==> src/rtl/misalign_pkg.sv <==
package misalign_pkg;

  typedef enum logic [2:0] {
    OP_LOAD  = 3'd0,
    OP_STORE = 3'd1,
    OP_AMO   = 3'd2,
    OP_LR    = 3'd3,
    OP_SC    = 3'd4
  } op_e;

  typedef enum logic [1:0] {
    SPAN_FAULT   = 2'd0,
    SPAN_SPLIT   = 2'd1,
    SPAN_PARTIAL = 2'd2
  } span_pol_e;

  // Facts extracted by the datapath for the control
  typedef struct packed {
    logic opKnown;
    logic isRmw;
    logic misaligned;
    logic sameRegion;
    logic capable;
  } class_t;

  // Strobes from control to datapath
  typedef struct packed {
    logic capture;
    logic fault;
    logic atomic;
    logic split;
    logic noWb;
  } ctrl_t;

endpackage

==> src/rtl/misalign_datapath.sv <==
module misalign_datapath
  import misalign_pkg::*;
#(
  parameter int ADDR_W   = 40,
  parameter int REGION_W = 6
) (
  input  logic                clk,
  input  logic                rst_n,
  input  logic [2:0]          reqOp,
  input  logic [ADDR_W-1:0]   reqAddr,
  input  logic [1:0]          reqSizeLog2,
  input  logic [REGION_W-1:0] firstRegion,
  input  logic                firstMisAtomic,
  input  logic [REGION_W-1:0] lastRegion,
  input  logic                lastMisAtomic,
  output class_t              cls,
  input  ctrl_t               ctrl,
  output logic                rspValid,
  output logic                rspFault,
  output logic                rspAtomic,
  output logic                rspSplit,
  output logic                rspNoWriteback,
  output logic [ADDR_W-1:0]   rspLastAddr
);

  localparam logic [ADDR_W-1:0] ONE = ADDR_W'(1);

  logic [ADDR_W-1:0] sizeBytes;
  logic [ADDR_W-1:0] lowMask;
  logic [ADDR_W-1:0] lastAddr;

  always_comb begin
    sizeBytes = ONE << reqSizeLog2;
    lowMask   = sizeBytes - ONE;
    lastAddr  = reqAddr + lowMask;
  end

  always_comb begin
    cls.opKnown    = (reqOp <= 3'(OP_SC));
    cls.isRmw      = (reqOp == 3'(OP_AMO)) || (reqOp == 3'(OP_LR)) || (reqOp == 3'(OP_SC));
    cls.misaligned = |(reqAddr & lowMask);
    cls.sameRegion = (firstRegion == lastRegion);
    cls.capable    = firstMisAtomic & lastMisAtomic;
  end

  always_ff @(posedge clk or negedge rst_n) begin
    if (!rst_n) begin
      rspValid       <= 1'b0;
      rspFault       <= 1'b0;
      rspAtomic      <= 1'b0;
      rspSplit       <= 1'b0;
      rspNoWriteback <= 1'b0;
      rspLastAddr    <= '0;
    end else begin
      rspValid       <= ctrl.capture;
      rspFault       <= ctrl.capture & ctrl.fault;
      rspAtomic      <= ctrl.capture & ctrl.atomic;
      rspSplit       <= ctrl.capture & ctrl.split;
      rspNoWriteback <= ctrl.capture & ctrl.noWb;
      if (ctrl.capture) rspLastAddr <= lastAddr;
    end
  end

endmodule

==> src/rtl/misalign_control.sv <==
module misalign_control
  import misalign_pkg::*;
#(
  parameter span_pol_e SPAN_POLICY   = SPAN_FAULT,
  parameter bit        RMW_ATOMIC_OK = 1'b1
) (
  input  logic   reqValid,
  input  class_t cls,
  output ctrl_t  ctrl
);

  // {fault, atomic, split, noWb}
  localparam logic [3:0] D_FAULT  = 4'b1000;
  localparam logic [3:0] D_ATOMIC = 4'b0100;
  localparam logic [3:0] D_SPLIT  = 4'b0010;
  localparam logic [3:0] D_PART   = 4'b1001;

  logic [3:0] spanLs;
  logic [3:0] rmwCapable;
  logic [3:0] decision;

  generate
    if (SPAN_POLICY == SPAN_SPLIT) begin : g_span_split
      assign spanLs = D_SPLIT;
    end else if (SPAN_POLICY == SPAN_PARTIAL) begin : g_span_partial
      assign spanLs = D_PART;
    end else begin : g_span_fault
      assign spanLs = D_FAULT;
    end
    if (RMW_ATOMIC_OK) begin : g_rmw_ok
      assign rmwCapable = D_ATOMIC;
    end else begin : g_rmw_refuse
      assign rmwCapable = D_FAULT;
    end
  endgenerate

  always_comb begin
    if (!cls.opKnown)         decision = D_FAULT;
    else if (!cls.misaligned) decision = D_ATOMIC;
    else if (cls.sameRegion) begin
      if (cls.capable) decision = cls.isRmw ? rmwCapable : D_ATOMIC;
      else             decision = cls.isRmw ? D_FAULT : D_SPLIT;
    end else           decision = cls.isRmw ? D_FAULT : spanLs;
  end

  always_comb begin
    ctrl.capture = reqValid;
    ctrl.fault   = decision[3];
    ctrl.atomic  = decision[2];
    ctrl.split   = decision[1];
    ctrl.noWb    = decision[0];
  end

endmodule

==> src/rtl/misalign_policy_top.sv <==
module misalign_policy_top
  import misalign_pkg::*;
#(
  parameter int        ADDR_W        = 40,
  parameter int        REGION_W      = 6,
  parameter span_pol_e SPAN_POLICY   = SPAN_FAULT,
  parameter bit        RMW_ATOMIC_OK = 1'b1
) (
  input  logic                clk,
  input  logic                rst_n,
  input  logic                reqValid,
  input  logic [2:0]          reqOp,
  input  logic [ADDR_W-1:0]   reqAddr,
  input  logic [1:0]          reqSizeLog2,
  input  logic [REGION_W-1:0] firstRegion,
  input  logic                firstMisAtomic,
  input  logic [REGION_W-1:0] lastRegion,
  input  logic                lastMisAtomic,
  output logic                rspValid,
  output logic                rspFault,
  output logic                rspAtomic,
  output logic                rspSplit,
  output logic                rspNoWriteback,
  output logic [ADDR_W-1:0]   rspLastAddr
);

  class_t cls;
  ctrl_t  ctrl;

  misalign_datapath #(.ADDR_W(ADDR_W), .REGION_W(REGION_W)) dp_i (
    .clk(clk), .rst_n(rst_n),
    .reqOp(reqOp), .reqAddr(reqAddr), .reqSizeLog2(reqSizeLog2),
    .firstRegion(firstRegion), .firstMisAtomic(firstMisAtomic),
    .lastRegion(lastRegion), .lastMisAtomic(lastMisAtomic),
    .cls(cls), .ctrl(ctrl),
    .rspValid(rspValid), .rspFault(rspFault), .rspAtomic(rspAtomic),
    .rspSplit(rspSplit), .rspNoWriteback(rspNoWriteback),
    .rspLastAddr(rspLastAddr)
  );

  misalign_control #(.SPAN_POLICY(SPAN_POLICY), .RMW_ATOMIC_OK(RMW_ATOMIC_OK)) ctl_i (
    .reqValid(reqValid), .cls(cls), .ctrl(ctrl)
  );

endmodule

==> config.mk <==
export PLATFORM = sky130hd
export DESIGN_NAME = misalign_policy_top
export DESIGN_NICKNAME = d
export VERILOG_FILES = /design/src/rtl/misalign_pkg.sv /design/src/rtl/misalign_datapath.sv /design/src/rtl/misalign_control.sv /design/src/rtl/misalign_policy_top.sv
export SDC_FILE = /design/constraint.sdc
export NUM_CORES = 1
export LEC_CHECK = 0
export BUFFER_PORTS_ARGS = -buffer_cell sky130_fd_sc_hd__buf_4
export CAP_MARGIN = 20
export CELL_PAD_IN_SITES_DETAIL_PLACEMENT = 0
export CELL_PAD_IN_SITES_GLOBAL_PLACEMENT = 1
export CORE_MARGIN = 3
export CORE_UTILIZATION = 40
export DETAILED_ROUTE_END_ITERATION = 7
export PLACE_DENSITY = 0.88
export SLEW_MARGIN = 20
export SYNTH_ARGS = -nofsm -noshare
export SYNTH_HDL_FRONTEND = slang
export SYNTH_SLANG_ARGS = --single-unit
==> constraint.sdc <==
create_clock -name clk -period 2.6 [get_ports clk]
set_input_delay 0 -clock clk [delete_from_list [all_inputs] [get_ports clk]]
set_output_delay 0 -clock clk [all_outputs]
set_load 0.03 [all_outputs]
==> flow_results.org, run 1 <==
** Clock tree
- Counting the buffers created by CTS gives 5.
- Register clock-pin slew on the reported worst setup and hold paths :: ~0.10 ns
- Root Driver :: sky130_fd_sc_hd__clkbuf_8
- The clock passes through at most 2 buffers.
- Total number of H-tree levels :: 2
- The tree built by TritonCTS fans out to 44 sinks.
- Clock latency on the worst-skew pair :: ~0.29 ns
- TritonCTS clock tree :: built

** Critical path
- On the critical path the largest part of the delay comes from compound AO/OA/AOI/OAI gates.
- Worst path most repeated cell :: sky130_fd_sc_hd__buf_4
- Type of destination of the critical path :: flip-flop
- The worst setup path is of the input port to flip-flop kind.
- Crit path launch type :: input port
- Total buffers and inverters traversed by the critical path :: 3
- Critical path's slowest cell :: sky130_fd_sc_hd__fa_2
- The worst register-to-register path has a depth of 2.
- Arrival time of data at the critical path endpoint :: roughly 2.7 ns
- Worst-path fanout max :: 5
- For this run, the slowest stage of the critical path takes 0.38 ns.
- End of the worst register-to-register path :: dp_i.rspLastAddr[38]$_DFFE_PN0P_
- Startpoint of the worst-slack reg-to-reg timing path :: dp_i.rspLastAddr[38]$_DFFE_PN0P_
- Sequence of cells on the critical path :: buf_4 -> or2_4 -> ha_4 -> inv_2 -> fa_2 -> a21oi_2 -> o211ai_1 -> a221oi_2 -> buf_4 -> o21a_1 -> o21bai_1 -> a41oi_1 -> nand4_1 -> o311ai_0
- For the worst setup path, the data required time is approximately 2.8 ns.
- In this run the register-to-register setup slack is around 1.7 ns.

** STA
- The number of max-slew violations in the final report is 0.
- Hold Violations, Final :: 0
- Worst clock skew on the final layout :: 0 ns
- The final critical path takes up 97.11% of the cycle.
- Setup violations remaining at the end of the flow were counted as 0.
- At the pin with the least slew margin, the transition time is 0.6003 ns.
- Setup repair after global routing missed its margin :: true
- The routed design could run at a clock period as short as between 2 and 3 ns.
- In this run the tightest slew margin relative to its limit is 59.98%.
- Max Clk Rate :: 396.1 MHz

** Floorplanning
- Floorplan die height :: approximately 100 um
- Total Die Area :: 0.01059 mm2
- DIE WIDTH :: 102.9 um
- The floorplan step defined a core boundary enclosing 0.008934 mm2.
- approximately 110 I/O pins were placed.
- For this configuration, the core starts out at a cell density of 42.03%.
- Floorplan row count :: 34

** Hold path
- Worst hold-check path type :: input port to flip-flop
- Destination of the worst hold path :: dp_i.rspLastAddr[0]$_DFFE_PN0P_
- Worst hold stages :: 3
- Origin of the worst min-delay path :: reqAddr[0]

** Logic synthesis
- Synthesis Warnings :: 0
- Count of different cell masters after synthesis :: 54
- Leading post-synthesis cells by instance count :: sky130_fd_sc_hd__nand2_1, sky130_fd_sc_hd__a21oi_1, sky130_fd_sc_hd__dfrtp_1
- Of all flip-flops after synthesis, the portion carrying an async set or reset was 100.0%.
- Library cell with the highest instance count after synthesis :: sky130_fd_sc_hd__nand2_1
- Largest cells by area after synthesis :: sky130_fd_sc_hd__dfrtp_1, sky130_fd_sc_hd__ha_1, sky130_fd_sc_hd__mux2_2
- Primary flip-flop cell chosen by synthesis mapping :: sky130_fd_sc_hd__dfrtp_1
- Summed over all instances, the cell type with the most area after synthesis is sky130_fd_sc_hd__dfrtp_1.
- Number of instances in the synthesized netlist :: 427
- Post-synthesis average cell area :: 8.794 um2
- Share of the synthesized area in the top cell type :: 29.32%
- Number of synthesized register bits :: between 40 and 50
- Summing the sequential cell areas from Yosys gives 29.32% of the chip area.
- In this run, synthesis inferred 0 flip-flops with an integrated enable.
- Netlist area before placement :: 0.003755 mm2

** Power
- Reg power frac :: 32.1%
- Summing internal, switching and leakage power gives 2.813 mW.
- Max VDD drop :: 0.3280 mV
- Fraction of power consumed by the clock network :: 19.3%
- The analysis attributes to net switching a power of 1.099 mW.
- Total power per unit cell area :: 532.2 mW/mm2
- Reported leakage power :: 2.477 nW
- The internal portion of the total power is 1.714 mW.
- Combinational cells account for 48.6% of the total power.
- In this run switching power makes up 39.07% of total power.

** Route
- DRC violation count after routing :: 0
- Via density :: 5.617
- First drt pass iteration count :: 4
- In this run the remaining antenna-violating nets after routing total 0.
- Total via count after detailed routing :: between 3,000 and 4,000
- The routed design has 11,870 um of wire.
- Detail-routed net length per standard cell :: about 17 um
- In this run, the number of DRC markers left after iteration 0 of detailed routing was 188.

** Finish
- Fraction of final layout cells sized beyond drive strength 1 :: 32.89%
- Layout overhead on the synthesized area :: 40.79%
- The multi-input combinational cells in the finished layout cover a total of 0.002718 mm2.
- Register Area :: 0.001101 mm2
- Filler Cells Inserted :: 815
- Net count of the finished layout :: 704
- Cells fill 59.17% of the core in the end.

** Placement
- Post-detailed-placement half-perimeter wirelength :: around 9400 um
- Routability-driven placement finished with a final weighted congestion of 0.9154.
- Count of input and output buffers :: 105

** Global routing
- Pin count of the biggest net entering global routing :: 46
- For this run, the total global-route usage over all layers was measured as 22.85%.
- Via count of the first global-routing pass :: 3,965
- Global-route wire length before repair :: 19,240 um
- Number of antenna violations at the first check in global routing :: 0
- Aggregate global routing overflow :: 0

** Outcome
- The flow ran to the end, and the final reports show no timing, DRC or antenna violations.

** Run
- Max-capacitance violation count :: 0
==> cell usage in the layout, fill, tap and decap left out, types with 3 or more instances in the layout <==
cell type	synthesis	final
sky130_fd_sc_hd__nor4_1	11	11
sky130_fd_sc_hd__nor2_1	25	25
sky130_fd_sc_hd__nand4_1	13	13
sky130_fd_sc_hd__a21o_1	5	5
sky130_fd_sc_hd__o21ai_0	24	23
sky130_fd_sc_hd__dfrtp_1	44	44
sky130_fd_sc_hd__inv_1	6	5
sky130_fd_sc_hd__nand3_1	9	9
sky130_fd_sc_hd__dlygate4sd3_1	0	7
sky130_fd_sc_hd__a21oi_2	0	3
sky130_fd_sc_hd__mux2_2	23	23
sky130_fd_sc_hd__o21a_1	11	11
sky130_fd_sc_hd__o21bai_1	3	3
sky130_fd_sc_hd__a211oi_1	5	5
sky130_fd_sc_hd__nor3_1	5	5
sky130_fd_sc_hd__buf_4	1	150
sky130_fd_sc_hd__a21oi_1	46	43
sky130_fd_sc_hd__xnor2_1	15	15
sky130_fd_sc_hd__o31ai_1	6	6
sky130_fd_sc_hd__conb_1	1	19
sky130_fd_sc_hd__nand2b_1	4	4
sky130_fd_sc_hd__ha_1	40	38
sky130_fd_sc_hd__o311ai_0	3	3
sky130_fd_sc_hd__clkbuf_8	0	5
sky130_fd_sc_hd__a31oi_1	7	7
sky130_fd_sc_hd__xor2_1	19	19
sky130_fd_sc_hd__nand2_1	52	52
sky130_fd_sc_hd__o211ai_1	4	4
sky130_fd_sc_hd__o21ai_1	3	4
==> tightest hold or removal path: stages <==
cell                     delay [ns]
sky130_fd_sc_hd__buf_4         0.08
sky130_fd_sc_hd__ha_1          0.12
sky130_fd_sc_hd__mux2_2        0.14
==> cells by family (layout without fill, tap and decap cells) <==
logic type / Yosys count / after routing / share of synthesized area, %
compound gates: 135 / 135 / 23.16
simple gates: 134 / 134 / 17.13
flops: 44 / 44 / 29.32
fa+ha+maj: 41 / 41 / 13.86
xor+xnor: 34 / 34 / 7.931
mux: 23 / 23 / 6.898
buf+inv: 15 / 172 / 1.600
other cells: 1 / 20 / 0.09987
==> worst max-delay path by stage <==
stage,from,endpoint,slack (ns),cells past startpoint
after floorplan,reqSizeLog2[1],dp_i.rspLastAddr[26]$_DFFE_PN0P_,0.03,12
after global placement,reqSizeLog2[1],dp_i.rspFault$_DFF_PN0_,-0.25,15
after detailed placement,reqSizeLog2[1],dp_i.rspLastAddr[26]$_DFFE_PN0P_,-0.25,13
after CTS,reqSizeLog2[1],dp_i.rspLastAddr[26]$_DFFE_PN0P_,0.07,13
after global routing,reqSizeLog2[0],dp_i.rspLastAddr[36]$_DFFE_PN0P_,-0.03,15
final,reqSizeLog2[1],dp_i.rspLastAddr[32]$_DFFE_PN0P_,0.08,14
==> per-stage QoR <==
stage | setup WS, ns | TNS [ns] | area [um2] | hold WS, ns | instances
6_report | 0.07522 | 0 | 5286 | 0.08347 | 711
5_1_grt | -0.02956 | -0.05202 | 5284 | 0.07667 | 710
4_1_cts | 0.06715 | 0 | 5241 | 0.07517 | 708
3_5_place_dp | -0.2499 | -3.482 | 5064 | 0.05246 | 693
3_3_place_gp | -0.2543 | -2.321 | 5064 | 0.04379 | 693
2_1_floorplan | 0.02910 | 0 | 3851 | -0.2956 | 445
==> routing by layer <==
| layer | routed length, um | vias to the layer above | track usage (%) |
|---|---|---|---|
| met5 | 0 | - | 0 |
| met3 | 652 | 19 | 3.451 |
| met1 | 5222 | 1886 | 29.61 |
| met2 | 5860 | 128 | 40.01 |
| li1 | - | 1961 | - |
| met4 | 137 | 0 | 5.378 |
==> layout make-up <==
class,count,share of cell area (%)
diodes,1,0.04734
clock buffers,6,1.373
clock inverters,2,0.6627
inverters,7,0.4970
multi-input cells,386,51.41
flip-flops and latches,44,20.83
well taps,108,2.556
repair buffers,157,22.63
==> state kept, by name (all words and copies together) (netlist names) <==
signal / flops
dp_i.rspLastAddr: 40
dp_i.rspAtomic: 1
dp_i.rspFault: 1
dp_i.rspSplit: 1
dp_i.rspValid: 1
==> what timing repair did <==
action	4_1_cts	5_1_grt
gates resized for setup	0	7
hold buffers	7	0
endpoints found under the hold margin	47	0
setup buffers	0	2
setup endpoints to repair	0	19
==> power groups by stage <==
stage | logic (mW) | clock network [mW] | registers [mW]
2_1_floorplan | 0.512 | 0 | 1.19
3_5_place_dp | 1.34 | 0 | 0.917
3_3_place_gp | 1.32 | 0 | 0.911
5_1_grt | 1.48 | 0.590 | 0.921
4_1_cts | 1.35 | 0.567 | 0.906
6_report | 1.37 | 0.542 | 0.903
Power figures use the tool's default switching activity.
==> run 2: changes to the inputs <==
--- a/config.mk
+++ b/config.mk
@@ -9,7 +9,6 @@
 export CAP_MARGIN = 20
 export CELL_PAD_IN_SITES_DETAIL_PLACEMENT = 0
 export CELL_PAD_IN_SITES_GLOBAL_PLACEMENT = 1
-export CORE_MARGIN = 3
 export CORE_UTILIZATION = 40
 export DETAILED_ROUTE_END_ITERATION = 7
 export PLACE_DENSITY = 0.88
==> run 2 against run 1 <==
  * Via count down 0.90%
  * Power rose by 2.2%
  * Core utilization grew 1.1 points
  * Clock-buffer cell count is 1 higher
  * Final area up 1.3%
  * Clock power grew 9.4%
  * Hold slack got worse by 0.028 ns
  * Critical endpoint is now dp_i.rspLastAddr[26]$_DFFE_PN0P_
==> flow_results.org, run 2 (same netlist as run 1, synthesis figures left out) <==
** Critical path
- Counting both buffers and inverters, the worst setup path holds a total of 3.
- Data required time of the worst path :: 2.80 ns
- Critical path start-end classification :: input port to flip-flop
- Type of destination of the critical path :: flip-flop
- Crit path launch type :: input port
- Biggest cell delay along the critical path :: 0.40 ns
- The number of cells on the worst reg-to-reg path is 2.
- The setup check on the worst reg-to-reg path leaves a slack of about 1.7 ns.
- End of the worst register-to-register path :: dp_i.rspLastAddr[38]$_DFFE_PN0P_
- The startpoint identified for the worst register-to-register timing path is dp_i.rspLastAddr[38]$_DFFE_PN0P_.
- On the critical path, the stage with the largest delay is an instance of sky130_fd_sc_hd__fa_2.
- Of all nets on the critical path, the largest fanout is 4.
- Arrival time of data at the critical path endpoint :: ~2.7 ns
- Cell family with the largest share of critical-path delay :: compound AO/OA/AOI/OAI gates
- Sequence of cells on the critical path :: buf_4 -> or2_4 -> ha_4 -> inv_2 -> fa_2 -> a21oi_4 -> o211ai_1 -> a221oi_2 -> buf_4 -> o41ai_4 -> o211ai_1 -> nand2_1 -> or2_2 -> a31o_2

** Clock tree
- Number of clock buffers inserted by TritonCTS :: 5
- TritonCTS clock tree :: built
- Clock net sink count :: 44
- Register clock-pin slew on the reported worst setup and hold paths :: 0.09 ns
- Total number of H-tree levels :: 2
- Clock latency on the worst-skew pair, taken at its later pin, is 0.30 ns.
- The tree is rooted in a sky130_fd_sc_hd__clkbuf_8.
- Buffers from clock root to sink, at most :: 2

** Global routing
- Aggregate global routing overflow :: 0
- The initial antenna violation count came to 0.
- Global-route usage over all layers :: 24.14%
- Pin count of the biggest net entering global routing :: 46
- Global-route wire length before repair :: 18,820 um
- The number of global-route vias before repair is around 3,900.

** STA
- The worst path in the final design needs a cycle of 2.512 ns, including I/O delays and setup.
- The tightest hold path in the finished design has a slack of 0.05514 ns.
- Hold Violations, Final :: 0
- Measured against its own limit, the worst slew margin works out to 60.26%.
- The number of max-slew violations in the final report was 0.
- After layout, the worst setup slack is 0.08808 ns.
- Final setup violation count :: 0
- Timing would allow up to 398.1 MHz.
- Setup TNS :: 0 ns
- For the pin with the worst max-slew slack, the measured transition is 0.5960 ns.
- Post-route clock period utilization :: 96.61%
- For the final database, setup skew stands at 0 ns.

** Route
- The count of nets left with antenna violations once routing finished came out at 0.
- Summed over all layers, the routed wires come to 11,530 um.
- DRC violation count after routing :: 0
- In the final routed layout, each cell accounts on average for 16.17 um.
- The detailed router finished its first iteration with between 100 and 150 violations.
- Total via count after detailed routing :: between 3,000 and 4,000
- In the routed layout, each cell is associated on average with a via count of 5.551.
- First drt pass iteration count :: 4

** Hold path
- The worst hold path belongs to the class input port to flip-flop.
- Destination of the worst hold path :: dp_i.rspLastAddr[0]$_DFFE_PN0P_
- The worst hold path was traced through 3 stages.
- The startpoint identified for the worst hold timing path is reqAddr[0].

** Finish
- Filler Cells Inserted :: 814
- Of the cells placed in the final design, the portion with a size suffix greater than 1 is 33.72%.
- In the layout the commonest cells are sky130_fd_sc_hd__buf_4, sky130_fd_sc_hd__nand2_1, sky130_fd_sc_hd__dfrtp_1, sky130_fd_sc_hd__a21oi_1, sky130_fd_sc_hd__ha_1.
- From synthesis to final layout, the design area changed by 42.65%.
- The register with the most flip-flops in the layout has 40 of them.
- Once layout is complete, the utilization of the core stands at 60.24%.
- Register with the most flip-flops :: dp_i.rspLastAddr
- Net count of the finished layout :: 707
- The library cell used most frequently in the layout, excluding fill and tap cells, is sky130_fd_sc_hd__buf_4.
- The repair_antennas step left the layout with diodes totalling 0.

** Run
- Max-capacitance violation count :: 0

** Floorplanning
- Floorplan row count :: 34
- The floorplan step set the die height to 98.89 um.
- Pin placement for this block handled between 100 and 150 I/O pins.
- The initial utilization of the core area, before any placement, comes to 42.23%.
- Total Die Area :: ~0.0098 mm2
- Measured along the x axis, the die boundary spans 98.89 um.
- The floorplan step defined a core boundary enclosing 0.008891 mm2.

** Placement
- After legalization and detailed placement, the total HPWL measured 9016 um.
- Worst slack, placed :: -0.2811 ns
- Count of input and output buffers :: between 100 and 150
- Routability-driven placement finished with a final weighted congestion of 0.8816.

** Outcome
- Status :: completed

** Power
- Reported leakage power :: 2.510 nW
- For this design the ratio of total power to cell area is 536.8 mW/mm2.
- Overall Power :: around 2.9 mW
- IR analysis of the VDD net gives a maximum drop of approximately 0.34 mV.
## run 2: how the worst max path moves through the flow
stage | startpoint | to | slack, ns | cells after the start
3_5_place_dp | reqSizeLog2[1] | dp_i.rspFault$_DFF_PN0_ | -0.28 | 14
2_1_floorplan | reqSizeLog2[1] | dp_i.rspLastAddr[26]$_DFFE_PN0P_ | 0.03 | 12
4_1_cts | reqSizeLog2[1] | dp_i.rspFault$_DFF_PN0_ | 0.03 | 14
3_3_place_gp | reqSizeLog2[1] | dp_i.rspFault$_DFF_PN0_ | -0.31 | 14
5_1_grt | reqSizeLog2[1] | dp_i.rspLastAddr[32]$_DFFE_PN0P_ | -0.04 | 14
6_report | reqSizeLog2[1] | dp_i.rspLastAddr[26]$_DFFE_PN0P_ | 0.09 | 14
## run 2: stage by stage
step	area [um2]	instances
2_1_floorplan	3851	445
3_3_place_gp	5091	695
3_5_place_dp	5091	695
4_1_cts	5288	710
5_1_grt	5356	713
6_report	5356	713
## run 2: repair_timing
action,4_1_cts,5_1_grt
buffers inserted,0,3
hold buffers,7,0
hold endpoints to repair,47,0
endpoints found under the setup margin,0,14
gates resized for setup,0,11
## run 2: cell type report
class / count / area (um2) / share of cell area [%]
well taps: 108 / 135.1 / 2.523
flip-flops and latches: 44 / 1101 / 20.56
clock inverters: 1 / 30.03 / 0.5606
clock buffers: 7 / 96.34 / 1.799
inverters: 7 / 26.28 / 0.4905
repair buffers: 160 / 1231 / 22.99
multi-input cells: 386 / 2736 / 51.09
## run 2: routing by layer
metal / GRT usage (%) / share of wire [%] / up-vias
li1: - / - / 1955
met4: 7.003 / 2.1 / 0
met3: 2.979 / 4.1 / 25
met1: 31.41 / 45 / 1856
met2: 41.90 / 49 / 122
met5: 0 / 0 / -
## run 2: tightest hold or removal path: stages
cell and delay, ns:
sky130_fd_sc_hd__buf_4 0.08, sky130_fd_sc_hd__ha_1 0.11, sky130_fd_sc_hd__mux2_2 0.13
## run 2: where the power goes
| part | switching, mW | total (mW) | internal, mW |
|---|---|---|---|
| sequential | 0.0774 | 0.902 | 0.825 |
| clock | 0.254 | 0.593 | 0.340 |
| combinational | 0.766 | 1.38 | 0.614 |
==> run 3: changes to the inputs <==
--- a/config.mk
+++ b/config.mk
@@ -5,13 +5,14 @@
 export SDC_FILE = /design/constraint.sdc
 export NUM_CORES = 1
 export LEC_CHECK = 0
+export ABC_AREA = 1
 export BUFFER_PORTS_ARGS = -buffer_cell sky130_fd_sc_hd__buf_4
-export CAP_MARGIN = 20
 export CELL_PAD_IN_SITES_DETAIL_PLACEMENT = 0
 export CELL_PAD_IN_SITES_GLOBAL_PLACEMENT = 1
 export CORE_UTILIZATION = 40
 export DETAILED_ROUTE_END_ITERATION = 7
-export PLACE_DENSITY = 0.88
+export GPL_TIMING_DRIVEN = 1
+export PLACE_DENSITY = 0.91
 export SLEW_MARGIN = 20
 export SYNTH_ARGS = -nofsm -noshare
 export SYNTH_HDL_FRONTEND = slang
==> run 3 against run 2 <==
  * Worst setup slack gained 0.38 ns
  * Register-to-register slack improved by 0.20 ns
  * Synthesized cell count grew 87%
  * Power up 1.8%
  * Sequential power fell by 4.1%
  * Sequential cell count unchanged
  * Hold slack worse by 0.049 ns
  * Routed wire length is 28% higher
  * Core utilization decreased by 7.4 points
  * Combinational power is 6% lower
  * Final cell count grew 52%
  * Highest routed layer unchanged
  * Clock power increased by 28%
==> flow_results.org, run 3 <==
** Clock tree
- TritonCTS built the clock tree.
- In this run the post-CTS setup repair buffer count came out at 0.
- Register clock-pin slew on the reported worst setup and hold paths :: 0.07 ns
- Root Driver :: sky130_fd_sc_hd__clkbuf_16
- Clock tree synthesis inserted a total of 5 buffers.
- The clock reaches the later pin of the worst-skew pair after 0.29 ns.
- Buffers from clock root to sink, at most :: 2
- Clock net sink count :: 44
- Number of hold buffers added after cts :: 4
- Total number of H-tree levels :: 2
- Post-CTS repair changed the size of 0 cells.

** STA
- Setup violations remaining at the end of the flow were counted as 0.
- Hold Violations, Final :: 0
- Post-route clock period utilization :: 81.91%
- Static timing analysis puts the maximum clock frequency at 469.5 MHz.
- In this run the tightest slew margin relative to its limit is around three fifths.
- In the final timing run, aggregate negative setup slack is 0 ns.
- Slew @ Worst Pin :: 0.6009 ns
- Worst clock skew on the final layout :: 0 ns
- Setup repair after global routing left no endpoint under its margin.
- On the final layout, the worst hold slack is 0.006425 ns.
- Counting I/O delays and the setup requirement, the final critical path takes 2.130 ns.
- The number of max-slew violations in the final report came to 0.

** Logic synthesis
- Sequential element share of the synthesized area :: 23.22%
- Synthesis Warnings :: 0
- Number of instances in the synthesized netlist :: 800
- In the synthesized netlist the dominant register cell turns out to be sky130_fd_sc_hd__dfrtp_1.
- The mapped netlist covers 0.004742 mm2.
- After synthesis, the most frequently instantiated cells are sky130_fd_sc_hd__nand2_1, sky130_fd_sc_hd__inv_1, sky130_fd_sc_hd__nor2_1.
- Yosys attributes the largest share of cell area to sky130_fd_sc_hd__nand2_1, sky130_fd_sc_hd__dfrtp_1, sky130_fd_sc_hd__ha_1.
- sky130_fd_sc_hd__nand2_1 is the most common cell in the netlist.
- Post-synthesis average cell area :: 5.928 um2
- EDFF count, synth :: 0
- The netlist uses 31 different library cells.
- The largest total area in the synthesized netlist belongs to sky130_fd_sc_hd__nand2_1.
- The synthesized design contains 44 register bits.
- In this run the biggest area consumer among cell types represents between 20% and 30% of the synthesized area.
- Of all flip-flops after synthesis, the portion carrying an async set or reset was 100.0%.

** Power
- For this design the static power due to leakage is between 3 and 4 nW.
- Power spread over the standard cell area amounts to 482.6 mW/mm2.
- Across the VDD grid, the largest voltage drop is 0.3815 mV.

** Global routing
- Entering global routing, the biggest net connects 55 pins.
- The initial antenna violation count was 0.
- Via count of the first global-routing pass :: 4,765
- Global-route wire length before repair :: roughly 24,000 um
- Aggregate global routing overflow :: 0
- For this run, the total global-route usage over all layers was measured as 24.55%.

** Route
- Routed wire length :: 14,770 um
- DRC violation count after routing :: 0
- The highest metal layer carrying signal wires in the routed design is met4.
- Total via count after detailed routing :: 5,205
- Post-route antenna net violation count :: 0
- In this run, the number of DRC markers left after iteration 0 of detailed routing was between 300 and 400.
- After detailed routing, the number of vias per cell comes to 4.806.
- First drt pass iteration count :: 7
- After detailed routing, the wire length on met1 is between 7000 and 8000 um.
- In the final routed layout, each cell accounts on average for about 14 um.
- Length of routed met3 wiring :: 962 um
- Detailed routing placed a total of 5994 um of wire on met2.

** Placement
- Count of input and output buffers :: 105
- Post-detailed-placement half-perimeter wirelength :: 12,270 um
- The congestion estimate from routability-driven global placement came to 0.9541.

** Finish
- In the final layout, the share of cells above drive strength 1 is about 16%.
- Layout overhead on the synthesized area :: 27.86%
- Net count of the finished layout :: 1,042
- Most frequent standard cell in the layout excluding fill and tap cells :: sky130_fd_sc_hd__nand2_1
- Register with the most flip-flops :: dp_i.rspLastAddr
- Most used cells in the layout excluding fill and tap cells :: sky130_fd_sc_hd__nand2_1, sky130_fd_sc_hd__inv_1, sky130_fd_sc_hd__buf_4, sky130_fd_sc_hd__nor2_1, sky130_fd_sc_hd__nand3_1
- The number of antenna diodes in the final layout is 0.
- The register with the most flip-flops in the layout has 40 of them.

** Critical path
- Data required time of the worst path :: 2.75 ns
- The critical path is of the input port to flip-flop type.
- Crit path launch type :: input port
- Arrival time of data at the critical path endpoint :: 2.28 ns
- Type of destination of the critical path :: flip-flop
- Worst-path fanout max :: 17

** Hold path
- Worst hold-check path type :: input port to flip-flop

** Outcome
- The flow ran to the end, and the final reports show no timing, DRC or antenna violations.

** Floorplanning
- After floorplanning, the core was divided into 39 placement rows.
- Floorplan die height :: around 110 um
- The floorplan step set the die width to approximately 110 um.
- The initial utilization of the core area, before any placement, comes to 41.35%.
- Total Die Area :: 0.01229 mm2
- The total area inside the core boundary comes to about 0.011 mm2.
- During I/O placement, the number of pins put on the boundary was 107.

** Run
- Max-cap violations in this run came to 0.
==> run 3: cell types whose count changed in the layout (fill, tap and decap cells not counted), moves of 8 or more <==
cell                      delta
sky130_fd_sc_hd__nand2_2     +8
sky130_fd_sc_hd__nand2_1   +248
sky130_fd_sc_hd__nand3_2     +8
sky130_fd_sc_hd__xor2_1     -15
sky130_fd_sc_hd__inv_1     +126
sky130_fd_sc_hd__buf_4      -34
sky130_fd_sc_hd__o21a_1     -11
sky130_fd_sc_hd__nand3_1    +44
sky130_fd_sc_hd__nor2_1     +47
sky130_fd_sc_hd__mux2_2     -23
sky130_fd_sc_hd__nor3_1      +9
==> run 3: cells by family after synthesis <==
group                    count (synthesis)  share of synthesized area, %
other                                    1                       0.07908
AND/OR/NAND/NOR                        474                         41.77
XOR/XNOR                                23                         4.248
flip-flops                              44                         23.22
adder cells (fa/ha/maj)                 41                         10.98
buffers and inverters                  142                         11.42
AO/OA/AOI/OAI                           75                         8.285
==> run 3: layout make-up <==
| type | instances | area [um2] |
|---|---|---|
| clock buffers | 5 | 125.1 |
| inverters | 133 | 499.2 |
| flip-flops and latches | 44 | 1101 |
| repair buffers | 123 | 945.9 |
| multi-input cells | 632 | 3167 |
| fillers | 1230 | 5404 |
| clock inverters | 3 | 46.29 |
| well taps | 143 | 178.9 |
==> run 3: where the power goes <==
| part | switching, mW | internal [mW] |
|---|---|---|
| sequential | 0.0692 | 0.796 |
| combinational | 0.799 | 0.500 |
| clock | 0.303 | 0.458 |
==> run 3: per-layer routing <==
metal  GRT usage, %  vias up
met3          2.132       11
met2          36.56      154
met1          38.66     2291
li1               -     2749
met5              0        -
met4          3.911        0
==> run 3: per-stage QoR <==
step                instance area (um2)  utilization (%)  power, mW  cells  setup WS [ns]
floorplan                          4810                -      1.653    818         0.6378
global placement                   5852            51.03      2.157   1071         0.1974
finish                             6063            52.88      2.926   1083         0.4702
detailed placement                 5852            51.03      2.161   1071         0.2104
CTS                                6063            52.88      2.931   1083         0.5085
global route                       6063            52.88      3.108   1083         0.2696
==> run 3: path summary, 6_finish.rpt <==
check / start / to / slack [ns] / cells after the start
min in group asynchronous: rst_n / dp_i.rspLastAddr[25]$_DFFE_PN0P_ / 0.26 / 2
max: reqSizeLog2[1] / dp_i.rspFault$_DFF_PN0_ / 0.47 / 15
min: reqOp[2] / dp_i.rspSplit$_DFF_PN0_ / 0.006 / 4
min reg2reg: dp_i.rspLastAddr[27]$_DFFE_PN0P_ / dp_i.rspLastAddr[27]$_DFFE_PN0P_ / 0.48 / 2
max reg2reg: dp_i.rspLastAddr[23]$_DFFE_PN0P_ / dp_i.rspLastAddr[23]$_DFFE_PN0P_ / 1.90 / 2
max in group asynchronous: rst_n / dp_i.rspLastAddr[38]$_DFFE_PN0P_ / 1.93 / 2
==> run 3: worst max-delay path: stages <==
cell                      delay (ns)
sky130_fd_sc_hd__buf_4          0.11
sky130_fd_sc_hd__or2_2          0.31
sky130_fd_sc_hd__ha_1           0.20
sky130_fd_sc_hd__nand2_1        0.11
sky130_fd_sc_hd__inv_1          0.08
sky130_fd_sc_hd__buf_12         0.16
sky130_fd_sc_hd__ha_1           0.20
sky130_fd_sc_hd__inv_1          0.09
sky130_fd_sc_hd__nand4_1        0.11
sky130_fd_sc_hd__nor4_1         0.27
sky130_fd_sc_hd__buf_4          0.18
sky130_fd_sc_hd__nand4_1        0.15
sky130_fd_sc_hd__buf_4          0.20
sky130_fd_sc_hd__nand2_1        0.05
sky130_fd_sc_hd__a21oi_1        0.06
